File: config.mk
export PLATFORM = sky130hd
export DESIGN_NAME = eeprom_page_writer
export DESIGN_NICKNAME = d
export VERILOG_FILES = /design/src/rtl/epw_pkg.sv /design/src/rtl/epw_link.sv /design/src/rtl/epw_ctrl.sv /design/src/rtl/eeprom_page_writer.sv
export SDC_FILE = /design/constraint.sdc
export NUM_CORES = 1
export LEC_CHECK = 0
export ABC_AREA = 1
export BUFFER_PORTS_ARGS = -buffer_cell sky130_fd_sc_hd__buf_2
export CAP_MARGIN = 20
export CORE_MARGIN = 8
export CORE_UTILIZATION = 45
export DETAILED_ROUTE_END_ITERATION = 8
export PLACE_DENSITY = 0.67
export REMOVE_ABC_BUFFERS = 1
export SLEW_MARGIN = 40
export SYNTH_ARGS = -nofsm -noshare
export SYNTH_HDL_FRONTEND = slang
export SYNTH_SLANG_ARGS = --single-unit
File: constraint.sdc
create_clock -name clk -period 3.8 [get_ports clk]
set_input_delay 0.76 -clock clk [delete_from_list [all_inputs] [get_ports clk]]
set_output_delay 0.76 -clock clk [all_outputs]
set_load 0.005 [all_outputs]
File: src/rtl/epw_pkg.sv
package epw_pkg;
  localparam int FIELD_W = 16;
  localparam int NBITS_W = 5;

  localparam logic [FIELD_W-1:0] OPC_STATUS = 16'h0005;
  localparam logic [FIELD_W-1:0] OPC_WREN   = 16'h0006;
  localparam logic [FIELD_W-1:0] OPC_WRITE  = 16'h0002;
  localparam logic [FIELD_W-1:0] OPC_HIADDR = 16'h0008;

  typedef enum logic [2:0] {
    OP_NONE, OP_SELECT, OP_DESELECT, OP_PULSE, OP_SHIFT_OUT, OP_SHIFT_IN
  } linkOp_e;

  typedef struct packed {
    logic               go;
    linkOp_e            op;
    logic [FIELD_W-1:0] val;
    logic [NBITS_W-1:0] nBits;
  } linkCmd_t;
endpackage

File: src/rtl/epw_link.sv
module epw_link
  import epw_pkg::*;
#(
  parameter int CLK_DIV = 2
) (
  input  logic     clk,
  input  logic     rstN,
  input  linkCmd_t cmd,
  output logic     linkDone,
  output logic [7:0] rxByte,
  output logic     spiClk,
  output logic     spiCsN,
  output logic     spiMosi,
  input  logic     spiMiso
);
  localparam int DIV_W = (CLK_DIV > 1) ? $clog2(CLK_DIV) : 1;

  typedef enum logic [2:0] {
    PH_IDLE, PH_SETUP, PH_HIGH, PH_LOW, PH_CSHI, PH_CSLO, PH_HOLD
  } phase_e;

  phase_e             phase;
  logic [DIV_W-1:0]   divCnt;
  logic [NBITS_W-1:0] bitsLeft;
  logic [FIELD_W-1:0] shReg;
  logic [FIELD_W-1:0] aligned;
  logic               isRead;
  logic               phaseEnd;

  assign phaseEnd = (divCnt == DIV_W'(CLK_DIV - 1));

  // left-align the outgoing field so the MSB sits at the top
  always_comb aligned = cmd.val << (NBITS_W'(FIELD_W) - cmd.nBits);

  always_ff @(posedge clk or negedge rstN) begin
    if (!rstN) begin
      phase    <= PH_IDLE;
      divCnt   <= '0;
      bitsLeft <= '0;
      shReg    <= '0;
      isRead   <= 1'b0;
      linkDone <= 1'b0;
      rxByte   <= '0;
      spiClk   <= 1'b0;
      spiCsN   <= 1'b1;
      spiMosi  <= 1'b0;
    end else begin
      linkDone <= 1'b0;
      if (phase == PH_IDLE) begin
        divCnt <= '0;
        if (cmd.go) begin
          case (cmd.op)
            OP_SELECT: begin
              spiCsN <= 1'b0;
              spiClk <= 1'b0;
              phase  <= PH_HOLD;
            end
            OP_DESELECT: begin
              spiCsN <= 1'b1;
              spiClk <= 1'b0;
              phase  <= PH_HOLD;
            end
            OP_PULSE: begin
              spiCsN <= 1'b1;
              phase  <= PH_CSHI;
            end
            OP_SHIFT_OUT: begin
              shReg    <= aligned;
              spiMosi  <= aligned[FIELD_W-1];
              bitsLeft <= cmd.nBits;
              isRead   <= 1'b0;
              phase    <= PH_SETUP;
            end
            OP_SHIFT_IN: begin
              shReg    <= '0;
              spiMosi  <= 1'b0;
              bitsLeft <= cmd.nBits;
              isRead   <= 1'b1;
              phase    <= PH_SETUP;
            end
            default: ;
          endcase
        end
      end else if (!phaseEnd) begin
        divCnt <= divCnt + 1'b1;
      end else begin
        divCnt <= '0;
        case (phase)
          PH_SETUP: begin
            spiClk <= 1'b1;
            phase  <= PH_HIGH;
          end
          PH_HIGH: begin
            spiClk <= 1'b0;
            if (isRead) rxByte <= {rxByte[6:0], spiMiso};
            phase <= PH_LOW;
          end
          PH_LOW: begin
            if (bitsLeft == NBITS_W'(1)) begin
              spiMosi  <= 1'b0;
              phase    <= PH_IDLE;
              linkDone <= 1'b1;
            end else begin
              bitsLeft <= bitsLeft - 1'b1;
              shReg    <= shReg << 1;
              spiMosi  <= shReg[FIELD_W-2];
              phase    <= PH_SETUP;
            end
          end
          PH_CSHI: begin
            spiCsN <= 1'b0;
            phase  <= PH_CSLO;
          end
          default: begin
            phase    <= PH_IDLE;
            linkDone <= 1'b1;
          end
        endcase
      end
    end
  end

  assert_sck_parked_R9: assert property (@(posedge clk) disable iff (!rstN)
    spiCsN |-> !spiClk);
  assert_mosi_quiet_R9: assert property (@(posedge clk) disable iff (!rstN)
    (phase == PH_IDLE) |-> !spiMosi);
  assert_cmd_when_idle_R2: assert property (@(posedge clk) disable iff (!rstN)
    cmd.go |-> (phase == PH_IDLE));
endmodule

File: src/rtl/epw_ctrl.sv
module epw_ctrl
  import epw_pkg::*;
#(
  parameter int WORD_SIZE  = 256,
  parameter int IDX_W      = 16,
  parameter int OPC_BITS   = 8,
  parameter int ADDR_BITS  = 8,
  parameter int PAGE_BYTES = 32,
  parameter int MAX_RETRY  = 8,
  parameter int DLY_W      = 16
) (
  input  logic             clk,
  input  logic             rstN,
  input  logic             start,
  input  logic [IDX_W-1:0] offset,
  input  logic [IDX_W-1:0] count,
  input  logic [DLY_W-1:0] wcDelay,
  output logic             dataReq,
  input  logic [15:0]      wrData,
  output logic             busy,
  output logic             done,
  output logic             fail,
  output linkCmd_t         cmd,
  input  logic             linkDone,
  input  logic [7:0]       rxByte
);
  localparam int PAGE_WORDS = PAGE_BYTES / 2;
  localparam int RETRY_W    = $clog2(MAX_RETRY + 1);

  typedef enum logic [3:0] {
    S_IDLE, S_CHECK, S_SEL, S_POLL_OP, S_POLL_RD, S_RETRY_PULSE,
    S_WREN_PULSE, S_WREN, S_WR_PULSE, S_WR_OP, S_WR_ADDR, S_FETCH,
    S_WR_DATA, S_END, S_WAIT, S_FINISH
  } state_e;

  state_e             state;
  logic [IDX_W-1:0]   curWord, left, nextWord;
  logic [RETRY_W-1:0] retry;
  logic [DLY_W-1:0]   dlyCnt;
  logic [15:0]        dataWord;
  logic               issued, pendFail, badReq, pageEdge, hiAddr;
  logic [IDX_W:0]     byteAddr, roomLeft;
  logic [FIELD_W-1:0] addrField;

  assign nextWord = curWord + 1'b1;
  assign pageEdge = ((nextWord & IDX_W'(PAGE_WORDS - 1)) == '0);
  assign byteAddr = {curWord, 1'b0};
  assign roomLeft = (IDX_W+1)'(WORD_SIZE) - {1'b0, curWord};
  assign badReq   = ({1'b0, curWord} >= (IDX_W+1)'(WORD_SIZE)) ||
                    (left == '0) || ({1'b0, left} > roomLeft);

  always_comb begin
    addrField = '0;
    addrField[ADDR_BITS-1:0] = byteAddr[ADDR_BITS-1:0];
  end

  generate
    if (ADDR_BITS == 8) begin : g_hiaddr
      assign hiAddr = (curWord >= IDX_W'(128));
    end else begin : g_nohiaddr
      assign hiAddr = 1'b0;
    end
  endgenerate

  always_comb begin
    cmd.go    = 1'b0;
    cmd.op    = OP_NONE;
    cmd.val   = '0;
    cmd.nBits = '0;
    case (state)
      S_SEL: cmd.op = OP_SELECT;
      S_POLL_OP: begin
        cmd.op = OP_SHIFT_OUT; cmd.val = OPC_STATUS; cmd.nBits = NBITS_W'(OPC_BITS);
      end
      S_POLL_RD: begin
        cmd.op = OP_SHIFT_IN; cmd.nBits = NBITS_W'(8);
      end
      S_RETRY_PULSE, S_WREN_PULSE, S_WR_PULSE: cmd.op = OP_PULSE;
      S_WREN: begin
        cmd.op = OP_SHIFT_OUT; cmd.val = OPC_WREN; cmd.nBits = NBITS_W'(OPC_BITS);
      end
      S_WR_OP: begin
        cmd.op    = OP_SHIFT_OUT;
        cmd.val   = hiAddr ? (OPC_WRITE | OPC_HIADDR) : OPC_WRITE;
        cmd.nBits = NBITS_W'(OPC_BITS);
      end
      S_WR_ADDR: begin
        cmd.op = OP_SHIFT_OUT; cmd.val = addrField; cmd.nBits = NBITS_W'(ADDR_BITS);
      end
      S_WR_DATA: begin
        cmd.op    = OP_SHIFT_OUT;
        cmd.val   = {dataWord[7:0], dataWord[15:8]};
        cmd.nBits = NBITS_W'(16);
      end
      S_END: cmd.op = OP_DESELECT;
      default: ;
    endcase
    cmd.go = (cmd.op != OP_NONE) && !issued;
  end

  assign dataReq = (state == S_FETCH);
  assign busy    = (state != S_IDLE);
  assign done    = (state == S_FINISH);
  assign fail    = done && pendFail;

  always_ff @(posedge clk or negedge rstN) begin
    if (!rstN) begin
      state    <= S_IDLE;
      curWord  <= '0;
      left     <= '0;
      retry    <= '0;
      dlyCnt   <= '0;
      dataWord <= '0;
      issued   <= 1'b0;
      pendFail <= 1'b0;
    end else begin
      if (cmd.go)   issued <= 1'b1;
      if (linkDone) issued <= 1'b0;
      case (state)
        S_IDLE: if (start) begin
          curWord  <= offset;
          left     <= count;
          pendFail <= 1'b0;
          state    <= S_CHECK;
        end
        S_CHECK: begin
          if (badReq) begin
            pendFail <= 1'b1;
            state    <= S_FINISH;
          end else begin
            retry <= RETRY_W'(MAX_RETRY);
            state <= S_SEL;
          end
        end
        S_SEL:         if (linkDone) state <= S_POLL_OP;
        S_POLL_OP:     if (linkDone) state <= S_POLL_RD;
        S_POLL_RD: if (linkDone) begin
          if (!rxByte[0]) begin
            state <= S_WREN_PULSE;
          end else if (retry == RETRY_W'(1)) begin
            pendFail <= 1'b1;
            state    <= S_END;
          end else begin
            retry <= retry - 1'b1;
            state <= S_RETRY_PULSE;
          end
        end
        S_RETRY_PULSE: if (linkDone) state <= S_POLL_OP;
        S_WREN_PULSE:  if (linkDone) state <= S_WREN;
        S_WREN:        if (linkDone) state <= S_WR_PULSE;
        S_WR_PULSE:    if (linkDone) state <= S_WR_OP;
        S_WR_OP:       if (linkDone) state <= S_WR_ADDR;
        S_WR_ADDR:     if (linkDone) state <= S_FETCH;
        S_FETCH: begin
          dataWord <= wrData;
          state    <= S_WR_DATA;
        end
        S_WR_DATA: if (linkDone) begin
          curWord <= nextWord;
          left    <= left - 1'b1;
          state   <= ((left == IDX_W'(1)) || pageEdge) ? S_END : S_FETCH;
        end
        S_END: if (linkDone) begin
          dlyCnt <= '0;
          state  <= pendFail ? S_FINISH : S_WAIT;
        end
        S_WAIT: begin
          if (dlyCnt >= wcDelay) begin
            if (left == '0) begin
              state <= S_FINISH;
            end else begin
              retry <= RETRY_W'(MAX_RETRY);
              state <= S_SEL;
            end
          end else begin
            dlyCnt <= dlyCnt + 1'b1;
          end
        end
        S_FINISH: state <= S_IDLE;
        default:  state <= S_IDLE;
      endcase
    end
  end

  assert_single_done_R12: assert property (@(posedge clk) disable iff (!rstN)
    done |=> !done);
  assert_fail_with_done_R1: assert property (@(posedge clk) disable iff (!rstN)
    fail |-> done);
  assert_single_req_R7: assert property (@(posedge clk) disable iff (!rstN)
    dataReq |=> !dataReq);
endmodule

File: src/rtl/eeprom_page_writer.sv
module eeprom_page_writer
  import epw_pkg::*;
#(
  parameter int WORD_SIZE  = 256,
  parameter int IDX_W      = 16,
  parameter int OPC_BITS   = 8,
  parameter int ADDR_BITS  = 8,
  parameter int PAGE_BYTES = 32,
  parameter int CLK_DIV    = 2,
  parameter int MAX_RETRY  = 8,
  parameter int DLY_W      = 16
) (
  input  logic             clk,
  input  logic             rstN,
  input  logic             start,
  input  logic [IDX_W-1:0] offset,
  input  logic [IDX_W-1:0] count,
  input  logic [DLY_W-1:0] wcDelay,
  output logic             dataReq,
  input  logic [15:0]      wrData,
  output logic             busy,
  output logic             done,
  output logic             fail,
  output logic             spiClk,
  output logic             spiCsN,
  output logic             spiMosi,
  input  logic             spiMiso
);
  linkCmd_t   cmd;
  logic       linkDone;
  logic [7:0] rxByte;

  epw_ctrl #(
    .WORD_SIZE(WORD_SIZE), .IDX_W(IDX_W), .OPC_BITS(OPC_BITS),
    .ADDR_BITS(ADDR_BITS), .PAGE_BYTES(PAGE_BYTES),
    .MAX_RETRY(MAX_RETRY), .DLY_W(DLY_W)
  ) u_ctrl (
    .clk(clk), .rstN(rstN), .start(start), .offset(offset), .count(count),
    .wcDelay(wcDelay), .dataReq(dataReq), .wrData(wrData), .busy(busy),
    .done(done), .fail(fail), .cmd(cmd), .linkDone(linkDone), .rxByte(rxByte)
  );

  epw_link #(.CLK_DIV(CLK_DIV)) u_link (
    .clk(clk), .rstN(rstN), .cmd(cmd), .linkDone(linkDone), .rxByte(rxByte),
    .spiClk(spiClk), .spiCsN(spiCsN), .spiMosi(spiMosi), .spiMiso(spiMiso)
  );

  assert_req_inside_window_R7: assert property (@(posedge clk) disable iff (!rstN)
    dataReq |-> !spiCsN);
  assert_done_deselected_R10: assert property (@(posedge clk) disable iff (!rstN)
    done |-> spiCsN);
endmodule

==> results.tsv, run 1 <==
metric	value	unit
GRT Total Usage	19.3	%
Post-Synthesis Cell Area	7460	um^2
Worst R2R Path Depth	22	
Post-CTS Hold Buffers	0	
Worst Clk Skew	8.61	ps
final setup fails	0	
CTS HTree Levels	3	
total core area	16400	um^2
Pleak	4.21	nW
status	completed	
WP data arrival	3490	ps
clk slew on worst S/H paths	70	ps
nets	1256	
Fmax achieved	0.309	GHz
Hold Slack	373	ps
Tmin final	3230	ps
Slew Limit Fails	0	
initial antenna violation count	0	
synthesized flop and latch total	104	
DIE AREA	21000	um^2
WL per Instance	13.9	um
crit path kind	reg -> reg	
post-synthesis sequential area ratio	34.9	%
critical path required time	4050	ps
Async SR Flop Fraction	100	%
clock sinks	104	
Max Fanout on Critical Path	8	
fillcell total	1682	
Post-DP HPWL	14.1	mm
Gate Count Post-Synth	1088	
share of layout cells above drive strength 1	11.0	%
1st-iter DRT viols	484	
Residual DRC	0	
WL final	19.0	mm
Synth cell types	45	
Maximum Capacitance Violations	0	
I/O pins	75	
period utilization	85.1	%
Avg Vias per Cell	5.19	
EDFF count, synth	0	
CTS tree	yes	
Initial Util	45.5	%
Main synth FF type	dfrtp_1	
worst slew pin tran	633	ps
largest net degree at the start of global routing	64	
mean post-synth cell area	6.86	um^2
Worst Setup End Kind	flop	
Hold/Removal Path Class	in -> async	
routed vias	7112	
vias in the first global route	6771	
Placer Congestion	0.895	
pwr/cell area	729	nW/um^2
GRT overflow	0	
CTS Buf Count	9	
setup TNS	0	ps
Skew-Pair Late Insertion Delay	360	ps
clock tree buffer depth	2	
Die Wd	145	um
Hold Vio Cnt, Final	0	
diode count	0	
Slew headroom	57.7	%
Cell Rows	47	
synth warn	0	
antenna-violating nets left	0	
Chip Height	145	um
Peak VDD IR	0.318	mV
startpoint types	flop	
first-pass GRT wire length	32.6	mm
synthesis-to-finish area growth	11.2	%
first-pass detailed-route iteration total	5	
Core Util, Final	50.6	%
RSZ-0062 raised after global routing	false	
clk root buf	clkbuf_16	
number of port buffers	74	
[metal layers]
metal	track usage [%]	part of all wire [%]
met1	25.8	48
met5	0	0
met2	31.0	47
met3	3.90	4.2
met4	5.37	1.6
[where the power goes]
| group | internal, mW | switching (mW) |
|---|---|---|
| sequential | 1.56 | 0.454 |
| clock | 0.513 | 0.447 |
| combinational | 1.06 | 2.02 |
[worst max-delay path, stage by stage, from the launching register on]
cell and delay (ps):
dfrtp_1 430, inv_1 160, nand3_1 130, nor2_1 140, nand4_1 130, nor2_1 140, o21ai_0 190, o21ai_0 200
o21ai_0 120, ha_1 310, nand2_1 70, nor2_1 150, inv_1 50, nor2_1 130, inv_1 50, o21ai_0 130
nor2_1 50, nand2_1 100, nand2_1 70, nand2_2 150, nand2_2 100, nand2_1 70, nand2_1 50
[timing repair]
item,CTS,global route
resized for setup,0,1
setup endpoints to repair,0,6
buffers inserted,0,0
[synthesized netlist by cell type (3+ instances only)]
cell / count / share of area (%)
a21oi_1: 68 / 4.6
a22o_1: 5 / 0.59
buf_2: 16 / 1.1
buf_6: 3 / 0.45
clkbuf_1: 12 / 0.60
dfrtp_1: 103 / 35
ha_1: 42 / 7.0
inv_1: 104 / 5.2
inv_2: 11 / 0.55
nand2_1: 343 / 17
nand2_2: 4 / 0.34
nand3_1: 59 / 4.0
nand3_2: 4 / 0.54
nand4_1: 16 / 1.3
nor2_1: 109 / 5.5
nor2_4: 3 / 0.45
nor3_1: 18 / 1.2
nor4_1: 6 / 0.50
o211ai_1: 9 / 0.91
o21ai_0: 74 / 5.0
o21ai_1: 12 / 0.80
o22ai_1: 9 / 0.75
xnor2_1: 3 / 0.35
xor2_1: 30 / 3.5
[path summary, 6_finish.rpt]
| kind | startpoint | slack (ps) | to |
|---|---|---|---|
| setup / recovery | u_ctrl.curWord[2] | 570 | u_ctrl.retry[1] |
| hold / removal | rstN | 370 | u_link.bitsLeft[1] |
| setup reg to reg | u_ctrl.curWord[2] | 570 | u_ctrl.retry[1] |
| hold reg to reg | u_ctrl.dataWord[12] | 480 | u_ctrl.dataWord[12] |
| max in group asynchronous | rstN | 2730 | u_link.spiCsN |
| min in group clk | u_ctrl.dataWord[12] | 480 | u_ctrl.dataWord[12] |
[layout by cell type, fill, tap and decap left out, types with 9 or more instances in the layout]
master / synthesis / layout
a21oi_1: 68 / 68
buf_2: 16 / 73
clkbuf_16: 0 / 9
dfrtp_1: 103 / 103
ha_1: 42 / 42
inv_1: 104 / 104
inv_2: 11 / 11
nand2_1: 343 / 342
nand3_1: 59 / 59
nand4_1: 16 / 16
nor2_1: 109 / 109
nor3_1: 18 / 18
o211ai_1: 9 / 9
o21ai_0: 74 / 74
o21ai_1: 12 / 12
o22ai_1: 9 / 9
xor2_1: 30 / 30
[layout make-up]
type | instances | area [um^2] | share of cell area, %
Timing Repair Buffer | 80 | 434 | 5.23
Clock inverter | 7 | 71.3 | 0.859
Tap cell | 220 | 275 | 3.32
Clock buffer | 9 | 225 | 2.71
Inverter | 116 | 435 | 5.25
Sequential cell | 104 | 2600 | 31.4
Multi-Input combinational cell | 835 | 4260 | 51.3
[per-stage QoR]
stage | instances | setup WS [ps] | total power [mW] | cell area [um^2]
2_1_floorplan | 1055 | 608 | 4.24 | 7290
3_3_place_gp | 1355 | 641 | 5.03 | 8000
3_5_place_dp | 1355 | 520 | 5.09 | 8000
4_1_cts | 1371 | 485 | 6.08 | 8300
5_1_grt | 1371 | 69.2 | 6.66 | 8300
6_report | 1371 | 566 | 6.05 | 8300
[kinds of logic (layout without fill, tap and decap cells)]
| family | count (synthesis) | count (layout) | share of synthesized area (%) |
|---|---|---|---|
| flops | 104 | 104 | 34.9 |
| simple gates | 569 | 569 | 31.9 |
| compound gates | 191 | 191 | 14.2 |
| buf+inv | 149 | 212 | 8.12 |
| xor+xnor | 33 | 33 | 3.87 |
| fa+ha+maj | 42 | 42 | 7.04 |
[sequential cells by signal, indices dropped and copies added (netlist names), 3 cells and up]
| name | count |
|---|---|
| u_ctrl.state | 4 |
| u_link.shReg | 15 |
| u_link.phase | 3 |
| u_ctrl.dlyCnt | 16 |
| u_ctrl.left | 16 |
| u_ctrl.retry | 4 |
| u_ctrl.dataWord | 16 |
| u_link.bitsLeft | 5 |
| u_ctrl.curWord | 16 |
(Power assumes the default switching activity.)
==> run 2, diff against run 1 <==
--- a/config.mk
+++ b/config.mk
@@ -11,7 +11,6 @@
 export CORE_MARGIN = 8
 export CORE_UTILIZATION = 45
 export DETAILED_ROUTE_END_ITERATION = 8
-export PLACE_DENSITY = 0.67
 export REMOVE_ABC_BUFFERS = 1
 export SLEW_MARGIN = 40
 export SYNTH_ARGS = -nofsm -noshare
==> run 2 against run 1 <==
Flip-flop and latch count did not move. Maximum frequency rose by 0.10%. Die area did not move. Critical endpoint is now u_ctrl.retry[0]. Largest cell class unchanged. Highest routed layer unchanged.
==> results.tsv, run 2 (same netlist as run 1, synthesis figures left out) <==
metric	value	unit
first-pass GRT wire length	33.0	mm
crit path cell chain	inv_1 > nand3_1 > nor2_1 > nand4_1 > nor2_1 > o21ai_0 > o21ai_0 > o21ai_0 > ha_1 > nand2_1 > nor2_1 > inv_1 > nor2_1 > inv_1 > o21ai_0 > nor2_1 > nand2_1 > nand2_1 > nand2_2 > nand2_2 > nand2_1 > nand2_1	
I/O pins	75	
first-pass detailed-route iteration total	5	
max incr delay on CP	440	ps
Cell Rows	47	
Slew headroom	55.8	%
Post-CTS Hold Buffers	0	
final setup fails	0	
CTS HTree Levels	3	
CP Buf/Inv Count	3	
most frequent cells in the layout	nand2_1, nor2_1, inv_1, dfrtp_1, o21ai_0	
Tmin final	3230	ps
antenna-violating nets left	0	
synthesis-to-finish area growth	11.8	%
cells resized by post-CTS repair	0	
Hold/Removal Path Class	in -> async	
Crit. path cell count	22	
largest net degree at the start of global routing	60	
Hold Vio Cnt, Final	0	
Max Fanout on Critical Path	8	
Worst R2R Path Depth	22	
Slowest cell on crit path	dfrtp_1	
Avg Vias per Cell	5.10	
Tot Pwr	6.12	mW
WL per Instance	14.0	um
commonest non-fill, non-tap cell in the layout	nand2_1	
nets	1257	
crit path kind	reg -> reg	
number of port buffers	74	
diode count	0	
GRT overflow	0	
Pleak	4.22	nW
WL final	19.2	mm
Initial Util	45.5	%
Chip Height	145	um
CTS Buf Count	9	
clock sinks	104	
area of the multi-input gates	4260	um^2
critical path required time	4050	ps
WP data arrival	3480	ps
pwr/cell area	734	nW/um^2
CTS tree	yes	
Placer Congestion	0.906	
period utilization	85.0	%
clk root buf	clkbuf_16	
Post CTS Setup Buffer Count	0	
share of layout cells above drive strength 1	11.1	%
startpoint types	flop	
Maximum Capacitance Violations	0	
clock tree buffer depth	2	
routed vias	6999	
setup slack, reg-to-reg	570	ps
DIE AREA	21000	um^2
CP delay by family, top	simple AND/OR/NAND/NOR gates	
Worst Setup End Kind	flop	
setup TNS	0	ps
Residual DRC	0	
fillcell total	1680	
Fmax achieved	0.310	GHz
status	completed	
Slew Limit Fails	0	
register area	2600	um^2
worst slew pin tran	662	ps
RSZ-0062 raised after global routing	false	
initial antenna violation count	0	
Worst Clk Skew	7.91	ps
Peak VDD IR	0.307	mV
Skew-Pair Late Insertion Delay	350	ps
Post-DP HPWL	14.4	mm
GRT Total Usage	19.5	%
clk slew on worst S/H paths	70	ps
1st-iter DRT viols	412	
vias in the first global route	6686	
total core area	16400	um^2
Die Wd	145	um
## run 2: area by class of cell
type	instances	area share [%]
sequential	104	31.2
timing repair buffer	81	5.29
multi-input combinational	835	51.0
tap	220	3.30
clock inverter	6	1.11
clock buffer	10	2.86
inverter	116	5.22
## run 2: per-layer routing
layer,wire [um],track usage (%),up-vias
li1,-,-,3666
met4,216,4.60,0
met2,8890,32.1,135
met3,801,3.15,14
met1,9270,26.1,3184
met5,0,0,-
## run 2: path summary, 6_finish.rpt
| kind | from | end |
|---|---|---|
| worst min-delay path | rstN | u_ctrl.dlyCnt[8] |
| max in group asynchronous | rstN | u_ctrl.curWord[14] |
| worst max register to register | u_ctrl.curWord[2] | u_ctrl.retry[0] |
| min in group clk | u_link.divCnt | u_link.divCnt |
| worst min register to register | u_link.divCnt | u_link.divCnt |
| worst max-delay path | u_ctrl.curWord[2] | u_ctrl.retry[0] |
## run 2: per-stage QoR
step	setup slack (ps)	util (%)	std cells	instance area [um^2]	hold slack, ps
6_report	569	50.9	1372	8340	387
5_1_grt	74.9	50.9	1372	8340	419
4_1_cts	461	50.8	1372	8340	482
3_5_place_dp	525	48.8	1356	8010	463
3_3_place_gp	575	48.8	1356	8010	457
2_1_floorplan	608	-	1055	7290	440
## run 2: power breakdown
part	switching (mW)	internal, mW	leakage [nW]
sequential	0.455	1.56	1.32
combinational	2.02	1.06	2.74
clock	0.435	0.598	0.155
total	2.91	3.21	4.22
## run 2: worst reg2reg max path, cell delays in order (launching register included)
cell and delay [ps]:
dfrtp_1 440, inv_1 170, nand3_1 130, nor2_1 150, nand4_1 140, nor2_1 130, o21ai_0 170, o21ai_0 180
o21ai_0 110, ha_1 300, nand2_1 60, nor2_1 140, inv_1 50, nor2_1 150, inv_1 50, o21ai_0 160
nor2_1 60, nand2_1 90, nand2_1 70, nand2_2 160, nand2_2 100, nand2_1 70, nand2_1 50
